==> src/rtl/pfp_pkg.sv <==
package pfp_pkg;

   typedef enum logic [2:0] {
      DEP_4444,
      DEP_565,
      DEP_888,
      DEP_8888,
      DEP_NONE
   } depth_e;

   // channel identifiers equal the byte position inside the input pixel
   typedef logic [1:0] chan_id_t;
   localparam chan_id_t CH_B = 2'd0;
   localparam chan_id_t CH_G = 2'd1;
   localparam chan_id_t CH_R = 2'd2;
   localparam chan_id_t CH_A = 2'd3;

   // slot[3] is the most significant field, slot[0] the least
   typedef struct packed {
      depth_e             depth;
      chan_id_t [3:0]     slot;
   } layout_t;

endpackage

==> src/rtl/pfp_decode.sv <==
module pfp_decode
   import pfp_pkg::*;
(
   input  logic [3:0] fmt,
   output layout_t    lay
);

   always_comb begin
      lay.depth = DEP_NONE;
      lay.slot  = {CH_A, CH_R, CH_G, CH_B};
      unique case (fmt[3:2])
         2'b00, 2'b11: begin
            lay.depth = (fmt[3]) ? DEP_8888 : DEP_4444;
            unique case (fmt[1:0])
               2'd0: lay.slot = {CH_A, CH_B, CH_G, CH_R};
               2'd1: lay.slot = {CH_A, CH_R, CH_G, CH_B};
               2'd2: lay.slot = {CH_B, CH_G, CH_R, CH_A};
               default: lay.slot = {CH_R, CH_G, CH_B, CH_A};
            endcase
         end
         2'b01, 2'b10: begin
            // 565 lives at 6/7, 888 at 8/9; the other codes are unused
            if (fmt[1] == fmt[3]) lay.depth = DEP_NONE;
            else lay.depth = (fmt[3]) ? DEP_888 : DEP_565;
            lay.slot = (fmt[0]) ? {CH_A, CH_R, CH_G, CH_B}
                                : {CH_A, CH_B, CH_G, CH_R};
         end
         default: lay.depth = DEP_NONE;
      endcase
   end

endmodule

==> src/rtl/pfp_alpha.sv <==
module pfp_alpha #(
   parameter int LANE_W = 8
) (
   input  logic [LANE_W-1:0] a_in,
   input  logic              keep,
   input  logic              invert,
   output logic [LANE_W-1:0] a_out
);

   always_comb begin
      if (keep) a_out = invert ? ~a_in : a_in;
      else      a_out = {LANE_W{~invert}};
   end

endmodule

==> src/rtl/pfp_pack.sv <==
module pfp_pack
   import pfp_pkg::*;
#(
   parameter int LANE_W = 8,
   parameter int LANES  = 4,
   parameter int CNT_W  = 3
) (
   input  logic [LANES-1:0][LANE_W-1:0] chan,
   input  layout_t                      lay,
   output logic [LANES*LANE_W-1:0]      data,
   output logic [LANES-1:0]             lanes,
   output logic [CNT_W-1:0]             count
);

   localparam int PIX_W = LANES * LANE_W;
   localparam int HALF  = PIX_W / 2;

   logic [LANES-1:0][LANE_W-1:0] sel;

   for (genvar i = 0; i < LANES; i++) begin : g_sel
      assign sel[i] = chan[lay.slot[i]];
   end

   always_comb begin
      data  = '0;
      lanes = '0;
      count = '0;
      unique case (lay.depth)
         DEP_4444: begin
            data  = {{HALF{1'b0}}, sel[3][LANE_W-1 -: 4], sel[2][LANE_W-1 -: 4],
                     sel[1][LANE_W-1 -: 4], sel[0][LANE_W-1 -: 4]};
            lanes = LANES'(4'b0011);
            count = CNT_W'(2);
         end
         DEP_565: begin
            data  = {{HALF{1'b0}}, sel[2][LANE_W-1 -: 5], sel[1][LANE_W-1 -: 6],
                     sel[0][LANE_W-1 -: 5]};
            lanes = LANES'(4'b0011);
            count = CNT_W'(2);
         end
         DEP_888: begin
            data  = {{LANE_W{1'b0}}, sel[2], sel[1], sel[0]};
            lanes = LANES'(4'b0111);
            count = CNT_W'(3);
         end
         DEP_8888: begin
            data  = {sel[3], sel[2], sel[1], sel[0]};
            lanes = LANES'(4'b1111);
            count = CNT_W'(4);
         end
         default: ;
      endcase
   end

endmodule

==> src/rtl/pfp_packer.sv <==
module pfp_packer
   import pfp_pkg::*;
#(
   parameter int LANE_W = 8,
   parameter int LANES  = 4
) (
   input  logic                     clk,
   input  logic                     rst_n,
   input  logic                     in_valid,
   output logic                     in_ready,
   input  logic [LANES*LANE_W-1:0]  in_pixel,
   input  logic [3:0]               in_fmt,
   input  logic                     in_alpha_en,
   input  logic                     in_alpha_inv,
   input  logic [LANES-1:0]         in_byte_en,
   output logic                     out_valid,
   input  logic                     out_ready,
   output logic [LANES*LANE_W-1:0]  out_data,
   output logic [LANES-1:0]         out_strb,
   output logic [2:0]               out_count,
   output logic                     out_err
);

   localparam int PIX_W = LANES * LANE_W;
   localparam int CNT_W = $clog2(LANES + 1);

   if (LANE_W != 8) begin : g_bad_lane
      $error("pfp_packer: formats are defined on 8-bit channels");
   end
   if (LANES != 4) begin : g_bad_lanes
      $error("pfp_packer: formats are defined on four channels");
   end
   if (CNT_W != 3) begin : g_bad_cnt
      $error("pfp_packer: count width must be 3");
   end

   layout_t                      lay;
   logic [LANE_W-1:0]            alpha_q;
   logic [LANES-1:0][LANE_W-1:0] chan;
   logic [PIX_W-1:0]             data_c;
   logic [LANES-1:0]             lanes_c;
   logic [LANES-1:0]             strb_c;
   logic [CNT_W-1:0]             count_c;
   logic                         load;

   pfp_decode u_decode (
      .fmt (in_fmt),
      .lay (lay)
   );

   pfp_alpha #(.LANE_W(LANE_W)) u_alpha (
      .a_in   (in_pixel[PIX_W-1 -: LANE_W]),
      .keep   (in_alpha_en),
      .invert (in_alpha_inv),
      .a_out  (alpha_q)
   );

   for (genvar i = 0; i < LANES; i++) begin : g_chan
      if (i == int'(CH_A)) begin : g_alpha
         assign chan[i] = alpha_q;
      end else begin : g_color
         assign chan[i] = in_pixel[i*LANE_W +: LANE_W];
      end
   end

   pfp_pack #(.LANE_W(LANE_W), .LANES(LANES), .CNT_W(CNT_W)) u_pack (
      .chan  (chan),
      .lay   (lay),
      .data  (data_c),
      .lanes (lanes_c),
      .count (count_c)
   );

   for (genvar i = 0; i < LANES; i++) begin : g_strb
      assign strb_c[i] = lanes_c[i] & in_byte_en[i];
   end

   assign in_ready = !out_valid || out_ready;
   assign load     = in_valid && in_ready;

   always_ff @(posedge clk) begin
      if (!rst_n) begin
         out_valid <= 1'b0;
         out_data  <= '0;
         out_strb  <= '0;
         out_count <= '0;
         out_err   <= 1'b0;
      end else if (load) begin
         out_valid <= 1'b1;
         out_data  <= data_c;
         out_strb  <= strb_c;
         out_count <= count_c;
         out_err   <= (lay.depth == DEP_NONE);
      end else if (out_ready) begin
         out_valid <= 1'b0;
      end
   end

   AST_STALL_HOLD: assert property (@(posedge clk) disable iff (!rst_n)
      (out_valid && !out_ready) |=> (out_valid && $stable(out_data) && $stable(out_strb)
                                     && $stable(out_count) && $stable(out_err)));
   AST_ONE_CYCLE: assert property (@(posedge clk) disable iff (!rst_n)
      (in_valid && in_ready) |=> out_valid);
   AST_ERR_QUIET: assert property (@(posedge clk) disable iff (!rst_n)
      (out_valid && out_err) |-> (out_strb == '0 && out_count == '0));
   AST_STRB_IN_COUNT: assert property (@(posedge clk) disable iff (!rst_n)
      (out_valid && !out_err) |-> ((out_strb >> out_count) == '0));
   AST_HALF_UPPER_ZERO: assert property (@(posedge clk) disable iff (!rst_n)
      (out_valid && out_count == 3'd2) |-> (out_data[PIX_W-1:PIX_W/2] == '0));
   AST_WIDE_COUNT: assert property (@(posedge clk) disable iff (!rst_n)
      (in_valid && in_ready && in_fmt[3:2] == 2'b11) |=> (out_count == 3'd4));

endmodule

==> config.mk <==
export PLATFORM = sky130hd
export DESIGN_NAME = pfp_packer
export DESIGN_NICKNAME = d
export VERILOG_FILES = /design/src/rtl/pfp_pkg.sv /design/src/rtl/pfp_decode.sv /design/src/rtl/pfp_alpha.sv /design/src/rtl/pfp_pack.sv /design/src/rtl/pfp_packer.sv
export SDC_FILE = /design/constraint.sdc
export NUM_CORES = 1
export LEC_CHECK = 0
export BUFFER_PORTS_ARGS = -buffer_cell sky130_fd_sc_hd__buf_2
export CAP_MARGIN = 20
export CORE_MARGIN = 2
export CORE_UTILIZATION = 54
export DETAILED_ROUTE_END_ITERATION = 10
export GPL_TIMING_DRIVEN = 0
export PLACE_DENSITY_LB_ADDON = 0.3
export SYNTH_ARGS = -nofsm -noshare
export SYNTH_HDL_FRONTEND = slang
export SYNTH_SLANG_ARGS = --single-unit
==> constraint.sdc <==
create_clock -name clk -period 3.06 [get_ports clk]
set_input_delay 0.153 -clock clk [delete_from_list [all_inputs] [get_ports clk]]
set_output_delay 0.153 -clock clk [all_outputs]
set_load 0.01 [all_outputs]
After elaboration in Yosys (flattened, before gate mapping). Index checks and enable logic that the tools add are counted.

Bits in registers: 41. Input bits: 46. Logic and storage cells: 56.

$lt $le $gt $ge: 4. Equal/unequal tests: 10. Multiplexer cells: 21. Bitwise operators: 6. Reduce and logical (&&, ||, !) cells: 10.

Operator list (number): 32-bit one-hot mux with 4 select lines (1); 8-bit binary-select mux with 2-bit select (4); 8-bit 2-to-1 mux (6); 8-bit one-hot mux with 3 select lines (1); 11-bit one-hot mux with 2 select lines (1); 2-bit by 3-bit < comparator with 1-bit output (second input constant) (4); 4-bit one-hot mux with 3 select lines (1); 3-bit one-hot mux with 3 select lines (1); 8-bit inverter (1); 2-bit == test (second input constant) (3); 3-bit by 2-bit == test with 1-bit output (second input constant) (2); 6-bit 2-to-1 mux (1); 2-bit OR reduction (3); 1-bit bitwise AND (4); 2-bit by 1-bit == test with 1-bit output (second input constant) (2); 2-bit logical NOT (2); 2-bit 2-to-1 mux (2); 3-bit by 1-bit == test with 1-bit output (second input constant) (1); 3-bit == test (second input constant) (1); 3-bit logical NOT (1); 3-bit 2-to-1 mux (1); 1-bit 2-to-1 mux (2); 2-bit nonzero test (1); 1-bit == test (1); other kinds (4) (4).

Depth between registers and ports, before layout. Gate-level depths: netlist of run 1.

Word-level depth: 7. Depth in mapped cells: 9. Gate-level depth less buffers: 7.

Cells and area by module. Synthesis of run 1 repeated with hierarchy kept, for this count alone.

Cells, all modules: 344. Area total of the unflattened synthesis: 3153.0 um^2.

Modules (own cells, without submodules): pfp_packer (times used 1, cells each 187, area an instance 1620.3 um^2, sequential area each 820.8 um^2); pfp_pack (times used 1, cells each 123, area an instance 1265.0 um^2, sequential area each 0.0 um^2); pfp_alpha (times used 1, cells each 17, area an instance 137.6 um^2, sequential area each 0.0 um^2); pfp_decode (times used 1, cells each 17, area an instance 130.1 um^2, sequential area each 0.0 um^2).

Worst setup path after synthesis of run 1. Ideal clock, no wire load.

Kind: input -> register. From: in in_fmt[2]. To: reg out_data[20]. Library setup time: 0.128 ns. Arrival: 1.530 ns. Setup slack: 1.402 ns. Cell stages on the path: 8. Path through: inv_1 > ha_1 > and4bb_2 > or2_2 > buf_2 > nand2_1 > a2bb2oi_1 > nor2_1.

Longest elaborated chain between the ends: 6.

Ends and longest elaborated chain: start, declared (line pfp_packer.sv:12) `input logic [3:0] in_fmt,`; 2-bit by 1-bit == test with 1-bit output, or another cell as far along (line pfp_decode.sv:11) `unique case (fmt[3:2])`; 2-bit OR reduction (line pfp_decode.sv:11); 11-bit one-hot mux with 2 select lines (*) (line pfp_decode.sv:11); 8-bit binary-select mux with 2-bit select (line pfp_pack.sv:21) `assign sel[i] = chan[lay.slot[i]];`; 8-bit 2-to-1 mux (not written as such) (line pfp_pack.sv:21); 32-bit one-hot mux with 4 select lines (*) (line pfp_pack.sv:28) `unique case (lay.depth)`; end signal, assigned (line pfp_packer.sv:90) `out_data <= data_c;`; end, declared (line pfp_packer.sv:18) `output logic [LANES*LANE_W-1:0] out_data,`.

Mark *: on every way between the ends. The rest lies on a longest branch, timed or not. The select of a mux whose other input is x is not followed. A chain may end at the register's enable or synchronous reset.

Final worst setup path of run 1.
From: in in_fmt[3]. To: reg out_data[13].

The elaborated chain is that of the path after synthesis.

==> summary by stage, run 1 <==
Floorplan
The initial utilization of the core area, before any placement, comes to 56.6%. The top-level I/O count is 88. In this run the horizontal extent of the chip is 72.0 µm. The initialized floorplan defines 24 standard-cell rows.

The core region is 4410 µm². The die covers 5190 µm². The floorplan step set the die height to 72.0 µm.

Layout
At the end of the flow, the number of nets in the layout was 458. The finished layout holds 461 standard cells, fillers aside. The filler cell count in the final layout is 382. In the layout the commonest cells are sky130_fd_sc_hd__buf_2, sky130_fd_sc_hd__nand2_1, sky130_fd_sc_hd__dfxtp_1.

The design area is 3110 µm². Of the cells placed in the final design, the portion with a size suffix greater than 1 is 29.6%. The area of all sequential standard cells is 821 µm². The repair_antennas step left the layout with diodes totalling 0. Leaving out fill and tap cells, the most frequent cell in the layout is sky130_fd_sc_hd__buf_2. Relative to the synthesized area, the layout overhead comes to 24.4%. The multi-input combinational cells in the finished layout cover a total of 1520 µm².

Setup path
For this run, the slowest stage of the critical path takes 410 ps. The most critical setup path has its startpoint at in_fmt[3]. In this run the critical register-to-register path is launched from out_valid. At the worst endpoint, the required time is 3220 ps.

The setup path with the least slack is of type input pin to flip-flop. The slowest stage of the critical path belongs to the cell sky130_fd_sc_hd__clkbuf_1. Walking the worst path, the cells encountered are buf_2, inv_1, ha_1, and2b_1, clkbuf_1, nand2_1, a32oi_1, a211oi_1. The arrival time of the worst setup path is 2000 ps. In this run the worst path has a maximum fanout of 10. STA classifies the critical path startpoint as an input pin. The kind of end point of the critical path is a flip-flop.

Timing
The number of failing hold endpoints at the final stage is 0. Setup repair after global routing left no endpoint under its margin. For the pin with the worst max-slew slack, the measured transition is 613 ps.

For this run, the top clock speed supported by timing is 0.545 GHz. Summed over all failing endpoints, the final setup total negative slack is 0 ps. The clock arrives with 4.95 ps of skew.

The tightest hold margin is 99.7 ps. Setup violations remaining at the end of the flow were counted as 0. After layout, the worst path uses 60.0% of the clock period.

The number of slew-limit violations in the final report is 0. The relative slew slack is 59.1%. Counting I/O delays and the setup requirement, the final critical path takes 1840 ps.

Clock tree
CTS built an H-tree with a depth of 2. The clock latency on the worst-skew pair is 290 ps. Buffers inserted to repair hold after CTS numbered 0. The clock passes through at most 2 buffers. The clock sink total is 41. The CTS buffer count is 5. The buffers inserted during post-CTS setup optimization is 0. The root buffer cell is sky130_fd_sc_hd__clkbuf_8. The post-cts sizing count is 0. Clock-pin slew was measured on the worst setup and hold paths at 80 ps. TritonCTS built the clock tree.

Power
In this run the power density over the cells is 446 nW/µm². The peak ir drop on the vdd network is 268 µV. For this design the static power due to leakage is 1.44 nW. After layout, the design draws a total of 1.39 mW.

Routing
Dividing the detail-routed via count by the number of cells gives 6.06. The number of design rule violations left after detail routing is 0. The number of optimization iterations in the first detailed-route pass is 5.

The detailed-route via count is 2792. Summed over all layers, the routed wires come to 7880 µm. After detailed routing, the average wire length per cell comes to 17.1 µm.

After the first detailed-routing iteration, the DRC count stood at 278. The detail route stage leaves a number of antenna-violating nets equal to 0.

Placed design
The placed instances occupy a cell area of 2990 µm². Detailed placement ended at an HPWL of 5800 µm. The congestion estimate from routability-driven global placement came to 0.970. The number of placed instances, taps included, is 453.

During placement, the flow inserted port buffers numbering 85.

Yosys
Sequential elements use 32.8% of the synthesized area. The count of mapped cells out of synthesis is 316. The share of flip-flops with an asynchronous set or reset after synthesis is 0%.

The mean post-synth cell area is 7.91 µm². Yosys attributes the largest share of cell area to sky130_fd_sc_hd__dfxtp_1, sky130_fd_sc_hd__a21oi_1, sky130_fd_sc_hd__nand2_1, sky130_fd_sc_hd__nor2_1, sky130_fd_sc_hd__mux2i_1. The register bit count reported by yosys is 41. After synthesis the cells add up to 2500 µm². Yosys printed 0 warnings. Among all flip-flop cells after synthesis, the most frequent one is sky130_fd_sc_hd__dfxtp_1. Counting flops with a built-in enable in the synthesized netlist gives 0. The total nets after synthesis is 366. The top cell type's share of synthesized area is 32.8%. After synthesis, the netlist uses 40 different library cells. The cell accounting for the most synthesized area is sky130_fd_sc_hd__dfxtp_1.

GRT
The initial antenna violation count came to 0. The via count of the first global-routing pass came to 2618. Global routing used 30.8% of the available tracks across all layers. The maximum number of pins on one net before global-route repair is 14. The global-route wire length before repair is 12400 µm. The remaining global-route overflow is 0.

Run status
The run finished with clean final reports.

Flow run
Across the run, the number of max-cap violations was 0.

Min path
In this run the most critical hold path is launched from in_byte_en[0]. The classification of the worst-slack hold path is input pin to flip-flop.
==> kinds of logic after synthesis <==
logic type / Yosys count / synth area share, %
simple gates: 110 / 20.1
compound gates: 97 / 25.6
buf+inv: 34 / 6.51
mux: 22 / 10.2
fa+ha+maj: 4 / 2.00
flops: 41 / 32.8
xor+xnor: 8 / 2.80
==> cell type report <==
cell class / instances / share of cell area (%)
multi-input cells: 241 / 48.8
repair buffers: 85 / 13.7
clock inverters: 2 / 1.21
well taps: 52 / 2.09
inverters: 10 / 1.21
clock buffers: 6 / 2.65
flip-flops and latches: 41 / 26.4
plain buffers: 24 / 4.02
==> path summary, 6_finish.rpt <==
check                 end  slack (ps)  cells past startpoint
min reg2reg  out_count[1]         450                      2
min           out_strb[0]         100                      3
max          out_data[13]        1220                      8
max reg2reg  out_data[15]        1380                      5
==> cell usage after synthesis, drive strengths merged (2+ instances only) <==
library cell	instances
nand2	43
mux2i	13
nor2	35
nor3	2
dfxtp	41
a21oi	37
and4bb	2
a32oi	11
inv	10
o211ai	5
a221oi	5
nand2b	12
o2111ai	2
a2bb2oi	6
buf	14
clkbuf	10
nand3	5
a21boi	2
a22oi	3
mux2	9
a211oi	6
ha	4
a222oi	2
o21ai	14
or2	2
and2	4
xnor2	8
==> registers in the layout, summed over array words and instances, names as in the netlist <==
| register | count |
|---|---|
| out_count | 3 |
| out_data | 32 |
| out_valid | 1 |
| out_strb | 4 |
| out_err | 1 |
==> worst max-delay path: cells and delay by family <==
family          cells  cell delay (ps)
simple gates        2              450
compound gates      2              450
buf+inv             3              600
fa+ha+maj           1              340
==> per-stage QoR <==
stage	setup slack (ps)	utilization (%)
3_5_place_dp	1040	67.7
6_report	1220	70.5
4_1_cts	1330	70.5
3_3_place_gp	1050	67.7
2_1_floorplan	1400	-
5_1_grt	1140	70.5
==> power breakdown <==
| part | internal (mW) | switching, mW |
|---|---|---|
| Clock | 0.265 | 0.199 |
| Combinational | 0.143 | 0.210 |
| Sequential | 0.556 | 0.0118 |
| Total | 0.965 | 0.421 |
==> layer usage <==
metal  wire length, µm  vias to the layer above  global-route usage (%)
met5                 0                        -                       0
met4               224                        0                    12.2
met3               668                       26                    4.03
met2              3690                      173                    52.7
met1              3290                     1283                    39.6
li1                  -                     1310                       -
No activity file was read; power rests on OpenSTA's default activity.
==> run 2: changes to the inputs <==
- CORE_UTILIZATION: 54 -> 45
- clock period: 3.06 -> 1.48 ns (I/O delays scaled with it)
==> summary by stage, run 2 (same netlist as run 1, synthesis figures left out) <==
Run status
The run finished with clean final reports.

Clock tree
CTS saw 41 sinks. The clock latency on the worst-skew pair is 310 ps. The CTS buffer count is 5. The H-tree generated during clock tree synthesis spans 2 levels. The maximum buffer depth of the clock tree is 2. The total of hold buffers inserted after clock tree synthesis is 0. The root buffer cell chosen for the clock tree is sky130_fd_sc_hd__clkbuf_8. TritonCTS built the clock tree. The clock-pin slew on the worst setup and hold paths is 80 ps.

Floorplan
The area of the placeable core is 5440 µm². The number of placement rows is 27. For this design the top-level I/O count stands at 88.

Once the floorplan was initialized, standard cells occupied 46.0% of the core. The die outline height is 78.5 µm. The overall die width is 78.5 µm. The die area is 6170 µm².

Routing
After the first detailed-routing iteration, the DRC count stood at 213. The highest layer used for signal routing is met4. After detailed routing, the total wire length is 8310 µm. Dividing the detail-routed via count by the number of cells gives 5.66. The count of nets left with antenna violations once routing finished came out at 0. The detailed-route wire length per cell is 17.3 µm. The detailed router put a total of 3760 µm of wire on met1. The number of design rule violations left after detail routing is 0. Wire segments on met2 add up to 3910 µm in the final route.

The number of optimization iterations in the first detailed-route pass is 5. The wire length on met3 is 538 µm. The routed layout has 2715 vias.

Power
The power share of the combinational group is 29.4%. The part of the power in the clock network is 27.7%. The overall power is 2.73 mW. The sequential power share is 43.0%.

The peak ir drop on the vdd network is 518 µV. The fraction of power spent switching nets is 33.6%. Power spread over the standard cell area amounts to 843 nW/µm². The analysis attributes to cell leakage a power of 1.48 nW. The internal power consumption is 1.81 mW. In this run the power spent charging and discharging nets is 0.919 mW.

Setup path
The kind of cell with the highest combined delay along the critical path is compound AO/OA/AOI/OAI gates. Traced cell by cell, the critical path runs through nand2b_1, nand2_4, buf_2, a221oi_2, a21oi_1. In this design, the stage delay of the slowest critical-path cell is 330 ps. The startpoint kind of the worst setup timing path is a flip-flop.

Counting both buffers and inverters, the worst setup path holds a total of 1. The arrival time of the worst setup path is 1620 ps. The worst setup path is of the flip-flop to flip-flop kind. The worst register-to-register path has a setup slack of 40 ps. The master of the slowest instance on the critical path is sky130_fd_sc_hd__dfxtp_1. The largest driver fanout on the critical path is 10. The required time at the endpoint of the critical path is 1660 ps.

The kind of end point of the critical path is a flip-flop.

Layout
In the layout the commonest cells are sky130_fd_sc_hd__buf_2, sky130_fd_sc_hd__nand2_1, sky130_fd_sc_hd__dfxtp_1. The filler cell count in the final layout is 512. The most common library cell in the layout ignoring fill and taps is sky130_fd_sc_hd__buf_2. The number of antenna diodes in the final layout is 0. The count of placed standard cells in the final layout, fillers left out is 480. The largest registers in the layout are out_data: 32 flops, out_strb: 4 flops, out_count: 3 flops.

For this run, the post-layout net count is 457. From synthesis to final layout, the design area changed by 29.6%. Cells with a size suffix above 1 make up 35.5% of the layout. Ranked by flip-flop count, first place goes to out_data.

The core utilization of the finished layout is 59.6%. The register with the most flip-flops in the layout has 32 of them.

Placed design
During placement, the flow inserted port buffers numbering 85. The number of placed cells counting well taps is 473. The congestion estimate from routability-driven global placement came to 0.931. The final HPWL from detailed placement is 6230 µm.

GRT
The maximum number of pins on one net before global-route repair is 14. Across every metal layer, demand over resource in global routing totals 26.9%. The via count of the first global-routing pass is 2461. The first global-routing pass estimated 12800 µm of wire. The initial antenna violation count is 0. The remaining global-route overflow is 0.

Timing
The tightest hold margin is 5.99 ps. In this run the tightest slew margin relative to its limit is 57.3%. The final number of setup-violating endpoints is 0. The summed negative setup slack over all endpoints is 0 ps.

The time the final worst path needs with I/O delays and setup is 1440 ps. Based on the critical path, the design can be clocked at up to 0.697 GHz. The number of slew-limit violations in the final report is 0. The pin slew with the least headroom to its limit is 641 ps. The share of the clock period used by the worst path is 97.0%. The final clock skew is 9.31 ps. The number of failing hold endpoints at the final stage is 0.

Flow run
Max-cap violations in this run came to 0.

Min path
The classification of the worst-slack hold path is input pin to flip-flop.
==> run 2: per-layer routing <==
layer / track usage, % / up-vias
li1: - / 1313
met4: 6.84 / 0
met5: 0 / -
met2: 43.3 / 119
met3: 5.40 / 10
met1: 36.8 / 1273
==> run 2: layout make-up <==
type	instances	area, µm²	share of cell area, %
inverters	10	37.5	1.16
repair buffers	87	443	13.7
flip-flops and latches	41	821	25.3
multi-input cells	241	1620	50.0
clock buffers	5	68.8	2.12
clock inverters	3	17.5	0.541
well taps	72	90.1	2.78
plain buffers	21	144	4.44
==> run 2: final timing paths <==
path                               startpoint           end  cells past startpoint
worst max-delay path                out_valid   out_data[0]                      5
worst min-delay path            in_byte_en[1]   out_strb[1]                      3
worst max register to register      out_valid   out_data[0]                      5
worst min register to register   out_count[1]  out_count[1]                      2
==> run 2: metrics by stage <==
| step | cell area (µm²) | worst slack, ps |
|---|---|---|
| after floorplan | 2530 | 4.06 |
| after global placement | 3050 | -501 |
| after global routing | 3240 | -21.0 |
| final | 3240 | 44.7 |
| after detailed placement | 3050 | -523 |
| after CTS | 3160 | 8.87 |
==> run 2: timing repair <==
| item | 4_1_cts | 5_1_grt |
|---|---|---|
| resized for setup | 15 | 29 |
| gates cloned | 0 | 1 |
| buffers inserted | 0 | 1 |
| pin swaps | 1 | 4 |
| endpoints found under the setup margin | 38 | 39 |
==> run 2: power by group through the flow <==
stage | Sequential [mW] | Clock, mW | Combinational (mW)
6_report | 1.17 | 0.755 | 0.802
2_1_floorplan | 1.22 | 0 | 0.447
5_1_grt | 1.18 | 0.804 | 0.865
3_3_place_gp | 1.20 | 0 | 0.728
4_1_cts | 1.17 | 0.753 | 0.749
3_5_place_dp | 1.20 | 0 | 0.730
==> run 2: worst register-to-register path, stage by stage (launching register included) <==
cell	delay (ps)
sky130_fd_sc_hd__dfxtp_1	330
sky130_fd_sc_hd__nand2b_1	220
sky130_fd_sc_hd__nand2_4	150
sky130_fd_sc_hd__buf_2	240
sky130_fd_sc_hd__a221oi_2	260
sky130_fd_sc_hd__a21oi_1	120
